### src/rtl/ipi_send_pkg.sv
package ipi_send_pkg;
  localparam int CMD_W    = 64;
  localparam int WORD_W   = 32;
  localparam int TGT_AW   = 16;
  localparam int CORE_W   = 10;
  localparam int LANES    = WORD_W / 8;
  localparam int CORE_LSB = 16;
  localparam int IDX_LSB  = 2;
  localparam int IDX_W    = 3;
  localparam int KEEP_LSB = 27;
  localparam int PAY_LSB  = 32;

  typedef enum logic [2:0] {
    ST_IDLE,
    ST_RD_REQ,
    ST_RD_WAIT,
    ST_WR_REQ,
    ST_WR_WAIT,
    ST_RESP
  } send_state_t;

  typedef struct packed {
    logic              reject;
    logic [CORE_W-1:0] core;
    logic [TGT_AW-1:0] addr;
    logic [WORD_W-1:0] payload;
    logic [LANES-1:0]  keep;
  } send_job_t;
endpackage

### src/rtl/ipi_cmd_decode.sv
module ipi_cmd_decode
  import ipi_send_pkg::*;
#(
  parameter int                CMD_AW        = 8,
  parameter logic [CMD_AW-1:0] MAIL_CMD_ADDR = 8'h10,
  parameter logic [CMD_AW-1:0] ANY_CMD_ADDR  = 8'h18,
  parameter logic [TGT_AW-1:0] MBOX_BASE     = 16'h0020,
  parameter int                NUM_CORES     = 4
) (
  input  logic [CMD_AW-1:0] cmd_addr,
  input  logic [CMD_W-1:0]  cmd_data,
  output send_job_t         job
);
  localparam int PAD_W = TGT_AW - IDX_W - 2;

  logic             is_mail;
  logic             is_any;
  logic             core_ok;
  logic [IDX_W-1:0] idx;
  logic             unused_cmd_bits;

  assign unused_cmd_bits = ^{cmd_data[31], cmd_data[26]};

  always_comb begin
    is_mail     = (cmd_addr == MAIL_CMD_ADDR);
    is_any      = (cmd_addr == ANY_CMD_ADDR);
    job.core    = cmd_data[CORE_LSB +: CORE_W];
    core_ok     = 32'(job.core) < 32'(NUM_CORES);
    idx         = cmd_data[IDX_LSB +: IDX_W];
    job.payload = cmd_data[PAY_LSB +: WORD_W];
    job.keep    = cmd_data[KEEP_LSB +: LANES];
    if (is_mail) job.addr = MBOX_BASE + {{PAD_W{1'b0}}, idx, 2'b00};
    else         job.addr = cmd_data[0 +: TGT_AW];
    job.reject  = !(is_mail || is_any) || !core_ok;
  end
endmodule

### src/rtl/ipi_lane_merge.sv
module ipi_lane_merge
  import ipi_send_pkg::*;
(
  input  logic [WORD_W-1:0] old_word,
  input  logic [WORD_W-1:0] new_word,
  input  logic [LANES-1:0]  keep,
  output logic [WORD_W-1:0] merged
);
  for (genvar l = 0; l < LANES; l++) begin : g_lane
    assign merged[l*8 +: 8] = keep[l] ? old_word[l*8 +: 8] : new_word[l*8 +: 8];
  end
endmodule

### src/rtl/ipi_send_ctrl.sv
module ipi_send_ctrl
  import ipi_send_pkg::*;
(
  input  logic              clk,
  input  logic              rst_n,
  input  logic              cmd_valid,
  output logic              cmd_ready,
  input  send_job_t         job_in,
  output send_job_t         job_q,
  input  logic [WORD_W-1:0] merged,
  output logic              bus_req_valid,
  input  logic              bus_req_ready,
  output logic              bus_req_write,
  output logic [CORE_W-1:0] bus_req_core,
  output logic [TGT_AW-1:0] bus_req_addr,
  output logic [WORD_W-1:0] bus_req_wdata,
  input  logic              bus_rsp_valid,
  input  logic              bus_rsp_err,
  output logic              rsp_valid,
  input  logic              rsp_ready,
  output logic              rsp_err
);
  send_state_t       state;
  logic [WORD_W-1:0] wdata_q;
  logic              err_q;

  always_ff @(posedge clk or negedge rst_n) begin
    if (!rst_n) begin
      state   <= ST_IDLE;
      job_q   <= '0;
      wdata_q <= '0;
      err_q   <= 1'b0;
    end else begin
      case (state)
        ST_IDLE: if (cmd_valid) begin
          job_q   <= job_in;
          wdata_q <= job_in.payload;
          err_q   <= job_in.reject;
          if (job_in.reject)    state <= ST_RESP;
          else if (|job_in.keep) state <= ST_RD_REQ;
          else                   state <= ST_WR_REQ;
        end
        ST_RD_REQ: if (bus_req_ready) state <= ST_RD_WAIT;
        ST_RD_WAIT: if (bus_rsp_valid) begin
          if (bus_rsp_err) begin
            err_q <= 1'b1;
            state <= ST_RESP;
          end else begin
            wdata_q <= merged;
            state   <= ST_WR_REQ;
          end
        end
        ST_WR_REQ: if (bus_req_ready) state <= ST_WR_WAIT;
        ST_WR_WAIT: if (bus_rsp_valid) begin
          err_q <= bus_rsp_err;
          state <= ST_RESP;
        end
        ST_RESP: if (rsp_ready) state <= ST_IDLE;
        default: state <= ST_IDLE;
      endcase
    end
  end

  always_comb begin
    cmd_ready     = (state == ST_IDLE);
    bus_req_valid = (state == ST_RD_REQ) || (state == ST_WR_REQ);
    bus_req_write = (state == ST_WR_REQ);
    bus_req_core  = job_q.core;
    bus_req_addr  = job_q.addr;
    bus_req_wdata = wdata_q;
    rsp_valid     = (state == ST_RESP);
    rsp_err       = err_q;
  end
endmodule

### src/rtl/ipi_send_engine.sv
module ipi_send_engine
  import ipi_send_pkg::*;
#(
  parameter int                CMD_AW        = 8,
  parameter logic [CMD_AW-1:0] MAIL_CMD_ADDR = 8'h10,
  parameter logic [CMD_AW-1:0] ANY_CMD_ADDR  = 8'h18,
  parameter logic [15:0]       MBOX_BASE     = 16'h0020,
  parameter int                NUM_CORES     = 4
) (
  input  logic              clk,
  input  logic              rst_n,
  input  logic              cmd_valid,
  output logic              cmd_ready,
  input  logic [CMD_AW-1:0] cmd_addr,
  input  logic [63:0]       cmd_data,
  output logic              rsp_valid,
  input  logic              rsp_ready,
  output logic              rsp_err,
  output logic              bus_req_valid,
  input  logic              bus_req_ready,
  output logic              bus_req_write,
  output logic [9:0]        bus_req_core,
  output logic [15:0]       bus_req_addr,
  output logic [31:0]       bus_req_wdata,
  input  logic              bus_rsp_valid,
  input  logic              bus_rsp_err,
  input  logic [31:0]       bus_rsp_rdata
);
  send_job_t         job_dec;
  send_job_t         job_q;
  logic [WORD_W-1:0] merged;

  ipi_cmd_decode #(
    .CMD_AW(CMD_AW), .MAIL_CMD_ADDR(MAIL_CMD_ADDR), .ANY_CMD_ADDR(ANY_CMD_ADDR),
    .MBOX_BASE(MBOX_BASE), .NUM_CORES(NUM_CORES)
  ) u_dec (
    .cmd_addr(cmd_addr), .cmd_data(cmd_data), .job(job_dec)
  );

  ipi_lane_merge u_merge (
    .old_word(bus_rsp_rdata), .new_word(job_q.payload), .keep(job_q.keep), .merged(merged)
  );

  ipi_send_ctrl u_ctrl (
    .clk(clk), .rst_n(rst_n),
    .cmd_valid(cmd_valid), .cmd_ready(cmd_ready),
    .job_in(job_dec), .job_q(job_q), .merged(merged),
    .bus_req_valid(bus_req_valid), .bus_req_ready(bus_req_ready),
    .bus_req_write(bus_req_write), .bus_req_core(bus_req_core),
    .bus_req_addr(bus_req_addr), .bus_req_wdata(bus_req_wdata),
    .bus_rsp_valid(bus_rsp_valid), .bus_rsp_err(bus_rsp_err),
    .rsp_valid(rsp_valid), .rsp_ready(rsp_ready), .rsp_err(rsp_err)
  );
endmodule

### config.mk
export PLATFORM = sky130hd
export DESIGN_NAME = ipi_send_engine
export DESIGN_NICKNAME = d
export VERILOG_FILES = /design/src/rtl/ipi_send_pkg.sv /design/src/rtl/ipi_cmd_decode.sv /design/src/rtl/ipi_lane_merge.sv /design/src/rtl/ipi_send_ctrl.sv /design/src/rtl/ipi_send_engine.sv
export SDC_FILE = /design/constraint.sdc
export NUM_CORES = 1
export LEC_CHECK = 0
export ABC_AREA = 1
export CAP_MARGIN = 20
export CORE_UTILIZATION = 51
export DETAILED_ROUTE_END_ITERATION = 16
export GPL_TIMING_DRIVEN = 0
export PLACE_DENSITY = 0.87
export SETUP_SLACK_MARGIN = 0.15
export SLEW_MARGIN = 5
export SYNTH_ARGS = -nofsm -noshare
export SYNTH_HDL_FRONTEND = slang
export SYNTH_HIERARCHICAL = 1
export SYNTH_SLANG_ARGS = --single-unit
### constraint.sdc
create_clock -name clk -period 4.6 [get_ports clk]
set_input_delay 0.69 -clock clk [delete_from_list [all_inputs] [get_ports clk]]
set_output_delay 0.69 -clock clk [all_outputs]
set_load 0.02 [all_outputs]
# Word level (Yosys, flattened, before mapping)
# Index checks and enable logic that the tools add are counted.
[classes]
n_addsub = 1
n_mul = 0
div = 0
n_lt_le_gt_ge = 1
eq_ne = 15
shift = 0
mux = 24
n_bitwise = 0
reduce_logical = 13
[ops]
columns = ["op", "n"]
rows = [
  ["two-way mux 32 bit", 3],
  ["one-hot mux 32 bit (2 select lines)", 1],
  ["two-way mux 8 bit", 4],
  ["two-way mux 3 bit", 8],
  ["one-hot mux 3 bit (6 select lines)", 1],
  ["== test 8 x 5 -> 1 bit (second input constant)", 2],
  ["two-way mux 16 bit", 1],
  ["!= test 2 bit (second input constant)", 7],
  ["< comparator 10 x 3 -> 1 bit (second input constant)", 1],
  ["adder 6 x 5 -> 7 bit (first input constant)", 1],
  ["== test 3 x 2 -> 1 bit (second input constant)", 2],
  ["== test 3 bit (second input constant)", 2],
  ["AND reduction 6 bit", 1],
  ["AND reduction 5 bit", 1],
  ["two-way mux 1 bit", 4],
  ["AND reduction 4 bit", 1],
  ["OR reduction 4 bit", 1],
  ["== test 3 x 1 -> 1 bit (second input constant)", 1],
  ["zero test 3 bit", 1],
  ["logical OR 1 bit", 3],
  ["one-hot mux 1 bit (3 select lines)", 1],
  ["nonzero test 3 bit", 1],
  ["zero test 1 bit", 2],
  ["two-way mux 2 bit", 1],
  ["other kinds (3)", 3],
]
[totals]
ff_bits = 98
latchBits = 0
mem_bits_rw = 0
rom_bits = 0
input_bits = 111
out_inout_bits = 63
word_cells = 61
n_memories = 0

# Longest topological paths before layout
# Gate-level depths: netlist of run 1.
[logic_depth]
ltp_word = 7
ltp_mapped = 10
depth_no_buf = 10

# Hierarchy
# The synthesis of run 1 kept the hierarchy.
[by_module_without_submodules]
columns = ["module", "instances", "cells_each", "area_each_um2", "seq_area_each_um2"]
rows = [
  ["ipi_send_ctrl", 1, 576, 4578.1, 2477.4],
  ["ipi_cmd_decode", 1, 94, 553.0, 0.0],
  ["ipi_lane_merge", 1, 104, 420.4, 0.0],
]

# Worst setup path before layout of run 1
# No wires, ideal clock.
[synth_path]
kind = "register to output"
start = "reg u_ctrl.state[1]"
end = "out cmd_ready"
t_arrival_ns = 1.061
t_required_ns = 3.910
slack_ns = 2.849
stages_incl_launch_ff = 5
n_path_buf = 1
path_cell_list = "dfrtp_1 nor2_2 nand2_2 inv_2 buf_2"
[synth_via]
elab_chain_len = 1
[synth_rtl]
columns = ["item", "line_no", "rtl"]
rows = [
  ["start, declared", "ipi_send_ctrl.sv:23", "send_state_t state;"],
  ["start signal, assigned", "ipi_send_ctrl.sv:29", "state <= ST_IDLE;"],
  ["start signal, assigned", "ipi_send_ctrl.sv:39", "if (job_in.reject) state <= ST_RESP;"],
  ["start signal, assigned", "ipi_send_ctrl.sv:40", "else if (|job_in.keep) state <= ST_RD_REQ;"],
  ["zero test 3 bit", "ipi_send_ctrl.sv:65", "cmd_ready = (state == ST_IDLE);"],
  ["end, declared", "ipi_send_engine.sv:13", "output logic cmd_ready,"],
]
# No other way between the ends.

# Final worst setup path of run 1
# Same ends and word-level chain as after synthesis.

==> impl_metrics.py, run 1 <==
metrics = {
    "drt": {
        "viasPerCell": 4.85,
        "wl_per_cell_um": 12.8,
        "num_vias": 4965,
        "firstDrtPassIters": 5,
        "routed_wl_um": 13100,
        "ant_nets": 0,
        "drt-initial-drc-count": 197,
        "drc": 0,
    },
    "layout": {
        "nFillCells": 812,
        "finalCoreUtilization": 0.706,
        "final_nets": 996,
        "syn_to_final_growth_pct": 32.1,
        "diodes": 0,
        "multi_input_area_um2": 2050,
        "finish.instance_area_um2": 7030,
        "seq_area_um2": 2450,
        "drive_above_1_share": 0.119,
    },
    "pwr": {
        "power_mw": 4.43,
        "power_density_nw_per_um2": 630,
        "ir_worst_vdd_mv": 0.398,
        "leakage_nw": 3.70,
    },
    "sta": {
        "clock_skew_ns": 0.0186,
        "worst_pin_slew_ns": 0.631,
        "setup_violations": 0,
        "maxSlewHeadroom": 0.579,
        "setup_slack_ns": 1.65,
        "rsz0062_at_grt": "false",
        "maxSlewViolCount": 0,
        "min_period_ns": 2.95,
        "setup_tns_ns": 0,
        "fmax_ghz": 0.339,
        "hold_viol_final": 0,
        "timing.final.crit_share": 0.642,
    },
    "placed_design": {
        "dpl_cell_area_um2": 6800,
        "io_buffers": 129,
        "dpl.hpwl_um": 9890,
        "gp_congestion": 0.885,
        "place_ws_ns": 2.06,
    },
    "setup_path": {
        "end_kind": "output pin",
        "critPathRequiredTime_ns": 3.91,
        "crit_type": "reg2out",
        "cp.arrival_ns": 2.26,
        "cp_slowest_cell": "clkdlybuf4s50_1",
        "max_stage_delay_ns": 0.64,
        "cp_max_fo": 10,
        "path_cells": "nor2_2, nand2_2, inv_2, buf_2, clkdlybuf4s50_1",
        "cp-start-kind": "flop",
    },
    "cts": {
        "cts_tree": "yes",
        "clock-root-buffer": "clkbuf_8",
        "cts_setup_buffers": 0,
        "cts.clk_slew.worst_paths_ns": 0.10,
        "ctsLongestPathBuffers": 2,
        "holdBufCountCts": 0,
        "htreeDepth": 3,
        "cts-resized-gates": 0,
        "clock_latency_ns": 0.37,
        "cts.sinks": 98,
        "cts-buffers-inserted": 9,
    },
    "floorplan": {
        "die_y_um": 104,
        "dieArea_um2": 10800,
        "pin_count": 174,
        "rows": 36,
        "die_w_um": 104,
        "initial_utilization": 0.534,
        "coreArea_um2": 9950,
    },
    "grt": {
        "overflow": 0,
        "track_usage": 0.256,
        "grt.met1_usage": 0.329,
        "grt_use_met2": 0.416,
        "grt_pass1_wl_um": 22400,
        "antenna_found_initial": 0,
        "grt_max_degree": 53,
        "busiest_layer": "met2",
        "grt_pass1_vias": 4801,
        "gr-usage-met3": 0.0746,
    },
    "flow_run": {
        "max_cap_violations": 0,
    },
    "synthesis": {
        "synth_warnings": 6,
        "synth_area_per_cell_um2": 7.15,
        "syn_inst": 744,
        "synthesis.area_um2": 5320,
        "syn_nets": 855,
    },
    "outcome": {
        "status": "complete, no violations",
    },
    "min_path": {
        "hold_class": "in2async",
    },
}
==> final cells by class <==
type                       instances  area share
sequential                        98       0.349
multi-input combinational        502       0.292
timing repair buffer             130       0.187
buffer                            84      0.0840
inverter                          60      0.0320
tap                              133      0.0237
clock buffer                      10      0.0182
clock inverter                     6      0.0141
==> final timing paths <==
kind | startpoint | to | slack, ns | depth (start not counted)
worst min-delay path | rst_n | u_ctrl/bus_req_wdata[10] | 0.33 | 1
worst min register to register | u_ctrl/bus_req_core[1] | u_ctrl/bus_req_core[1] | 0.48 | 2
min in group clk | u_ctrl/bus_req_core[1] | u_ctrl/bus_req_core[1] | 0.48 | 2
worst max-delay path | u_ctrl/state[1] | cmd_ready | 1.65 | 5
worst max register to register | u_ctrl/state[1] | u_ctrl/job_q[19] | 2.82 | 8
max in group asynchronous | rst_n | u_ctrl/job_q[33] | 3.58 | 2
==> power breakdown <==
group          switching (mW)  internal [mW]
logic                    1.32          0.973
clock network           0.319          0.315
registers               0.229           1.27
total                    1.87           2.56
==> worst max-delay path: cells and delay by family (launching register included) <==
kind          cells  cell delay [ns]
flops             1             0.47
simple gates      2             0.37
buf+inv           3             1.05
==> through the flow <==
stage	std cells	hold slack (ns)
2_1_floorplan	744	0.394
3_3_place_gp	1006	0.454
3_5_place_dp	1007	0.462
4_1_cts	1023	0.336
5_1_grt	1023	0.360
6_report	1023	0.328
==> sequential cells by signal, summed over array words and instances (netlist names) <==
signal,count
u_ctrl/state,3
u_ctrl/bus_req_addr,16
u_ctrl/bus_req_wdata,32
u_ctrl/bus_req_core,10
u_ctrl/rsp_err,1
u_ctrl/job_q,36
==> layer usage <==
layer / wire (µm) / share of wire
met4: 225 / 0.017
met3: 1060 / 0.081
met1: 5670 / 0.43
met2: 6130 / 0.47
met5: 0 / 0
==> cells in the final DEF (no fill, tap or decap), drive strengths merged <==
master         count
nand2            351
clkdlybuf4s50    128
dfrtp             98
buf               76
inv               62
o21ai             62
nand3             45
nor2              38
clkbuf            20
nor3               3
bufinv             2
a21oi              2
clkinv             1
clkinvlp           1
o21bai             1
(Power assumes the default switching activity.)
==> run 2: changes to the inputs <==
CORE_UTILIZATION = 47   (was 51)
PLACE_DENSITY = 0.81   (was 0.87)
clock period = 3 ns   (was 4.6 ns; I/O delays follow)
==> run 2 against run 1 <==
Total power increased by 59%. Die area increased by 8.3%. Cell area increased by 1.5%. Highest routed layer unchanged. Global-route usage decreased by 1.9 points. Flip-flop and latch count unchanged. Setup slack got worse by 1.3 ns. Critical endpoint unchanged. Hold slack got worse by 0.18 ns. First-iteration DRC count increased by 73%. Register-to-register slack got worse by 1.5 ns.
==> impl_metrics.py, run 2 (synthesis results as in run 1) <==
metrics = {
    "grt": {
        "antenna_found_initial": 0,
        "grt_max_degree": 51,
        "track_usage": 0.237,
        "grt_pass1_vias": 4630,
        "overflow": 0,
        "grt_pass1_wl_um": 21800,
    },
    "sta": {
        "rsz0062_at_grt": "false",
        "hold_viol_final": 0,
        "maxSlewViolCount": 0,
        "whs_ns": 0.149,
        "worst_pin_slew_ns": 0.657,
        "timing.final.crit_share": 0.882,
        "maxSlewHeadroom": 0.562,
        "fmax_ghz": 0.378,
        "clock_skew_ns": 0.00418,
        "setup_violations": 0,
        "min_period_ns": 2.65,
    },
    "setup_path": {
        "cp_slowest_cell": "clkdlybuf4s50_1",
        "cp-start-kind": "flop",
        "end_kind": "output pin",
        "max_stage_delay_ns": 0.66,
        "crit_type": "reg2out",
        "critPathRequiredTime_ns": 2.55,
        "cp.arrival_ns": 2.20,
        "path_cells": "nor2_2, nand2_2, inv_2, buf_2, clkdlybuf4s50_1",
        "cp_max_fo": 10,
    },
    "cts": {
        "clock-root-buffer": "clkbuf_16",
        "cts_setup_buffers": 0,
        "htreeDepth": 3,
        "holdBufCountCts": 0,
        "cts-buffers-inserted": 9,
        "cts-resized-gates": 0,
        "ctsLongestPathBuffers": 2,
        "cts.sinks": 98,
        "cts.clk_slew.worst_paths_ns": 0.07,
        "cts_tree": "yes",
        "clock_latency_ns": 0.33,
    },
    "placed_design": {
        "io_buffers": 129,
        "dpl.hpwl_um": 9840,
        "dpl_cell_area_um2": 6810,
        "place_inst": 1014,
        "gp_congestion": 0.872,
    },
    "layout": {
        "final_cell_mix": "nand2_1, clkdlybuf4s50_1, dfrtp_1, buf_4, inv_1",
        "diodes": 0,
        "final_nets": 996,
        "finish.instance_area_um2": 7130,
        "drive_above_1_share": 0.119,
        "syn_to_final_growth_pct": 34.1,
        "largest_reg_flops": 36,
        "final_common_cell": "nand2_1",
        "top_register": "u_ctrl/job_q",
        "finalNonFillerCells": 1030,
    },
    "outcome": {
        "status": "complete, no violations",
    },
    "flow_run": {
        "max_cap_violations": 0,
    },
    "drt": {
        "drc": 0,
        "ant_nets": 0,
        "num_vias": 4973,
        "routed_wl_um": 13200,
        "wl_per_cell_um": 12.8,
        "viasPerCell": 4.83,
        "firstDrtPassIters": 5,
        "drt-initial-drc-count": 340,
    },
    "floorplan": {
        "initial_utilization": 0.486,
        "die_y_um": 108,
        "rows": 38,
        "die_w_um": 108,
        "coreArea_um2": 10900,
        "pin_count": 174,
        "dieArea_um2": 11700,
    },
    "pwr": {
        "power_density_nw_per_um2": 989,
        "ir_worst_vdd_mv": 0.512,
        "leakage_nw": 3.75,
    },
    "min_path": {
        "hold_class": "in2async",
    },
}
-- run 2: changes by cell type in the layout (fill, tap and decap cells not counted), sizes merged --
cell and change:
inv -2, clkbuf +1, clkinv +1
-- run 2: layout make-up --
type | instances | area (µm²)
Tap cell | 140 | 175
Clock inverter | 5 | 77.6
Buffer | 84 | 591
Inverter | 60 | 225
Clock buffer | 11 | 243
Sequential cell | 98 | 2450
Timing Repair Buffer | 130 | 1320
Fill cell | 987 | 3800
Multi-Input combinational cell | 502 | 2050
-- run 2: layer usage --
| layer | vias to the layer above | part of all wire | track usage |
|---|---|---|---|
| li1 | 2507 | - | - |
| met1 | 2279 | 0.45 | 0.308 |
| met2 | 174 | 0.47 | 0.394 |
| met3 | 13 | 0.074 | 0.0603 |
| met4 | 0 | 0.013 | 0.0589 |
| met5 | - | 0 | 0 |
-- run 2: critical path, delay by kind of cell, from the launching register on --
kind          cells  cell delay, ns
buf+inv           3            1.04
flops             1            0.46
simple gates      2            0.36
-- run 2: path summary, 6_finish.rpt --
path | startpoint | end | slack, ns | cells after the start
setup / recovery | u_ctrl/state[1] | cmd_ready | 0.35 | 5
hold / removal | rst_n | u_ctrl/bus_req_wdata[15] | 0.15 | 1
setup reg to reg | u_ctrl/state[1] | u_ctrl/job_q[19] | 1.28 | 8
hold reg to reg | u_ctrl/bus_req_core[5] | u_ctrl/bus_req_core[5] | 0.47 | 2
max in group asynchronous | rst_n | u_ctrl/bus_req_addr[4] | 2.17 | 2
min in group clk | cmd_data[4] | u_ctrl/bus_req_addr[4] | 0.34 | 3
-- run 2: power by group --
group          internal, mW  switching [mW]
Sequential             1.95           0.346
Combinational          1.49            2.03
Clock                 0.751           0.483
-- run 2: per-stage QoR --
stage	power, mW	setup TNS, ns	setup WS (ns)	util
floorplan	4.44	0	1.49	-
global placement	5.76	-215.11	-2.20	0.620
detailed placement	5.83	0	0.701	0.623
CTS	7.10	0	0.319	0.652
global route	7.60	0	0.229	0.652
finish	7.05	0	0.354	0.652
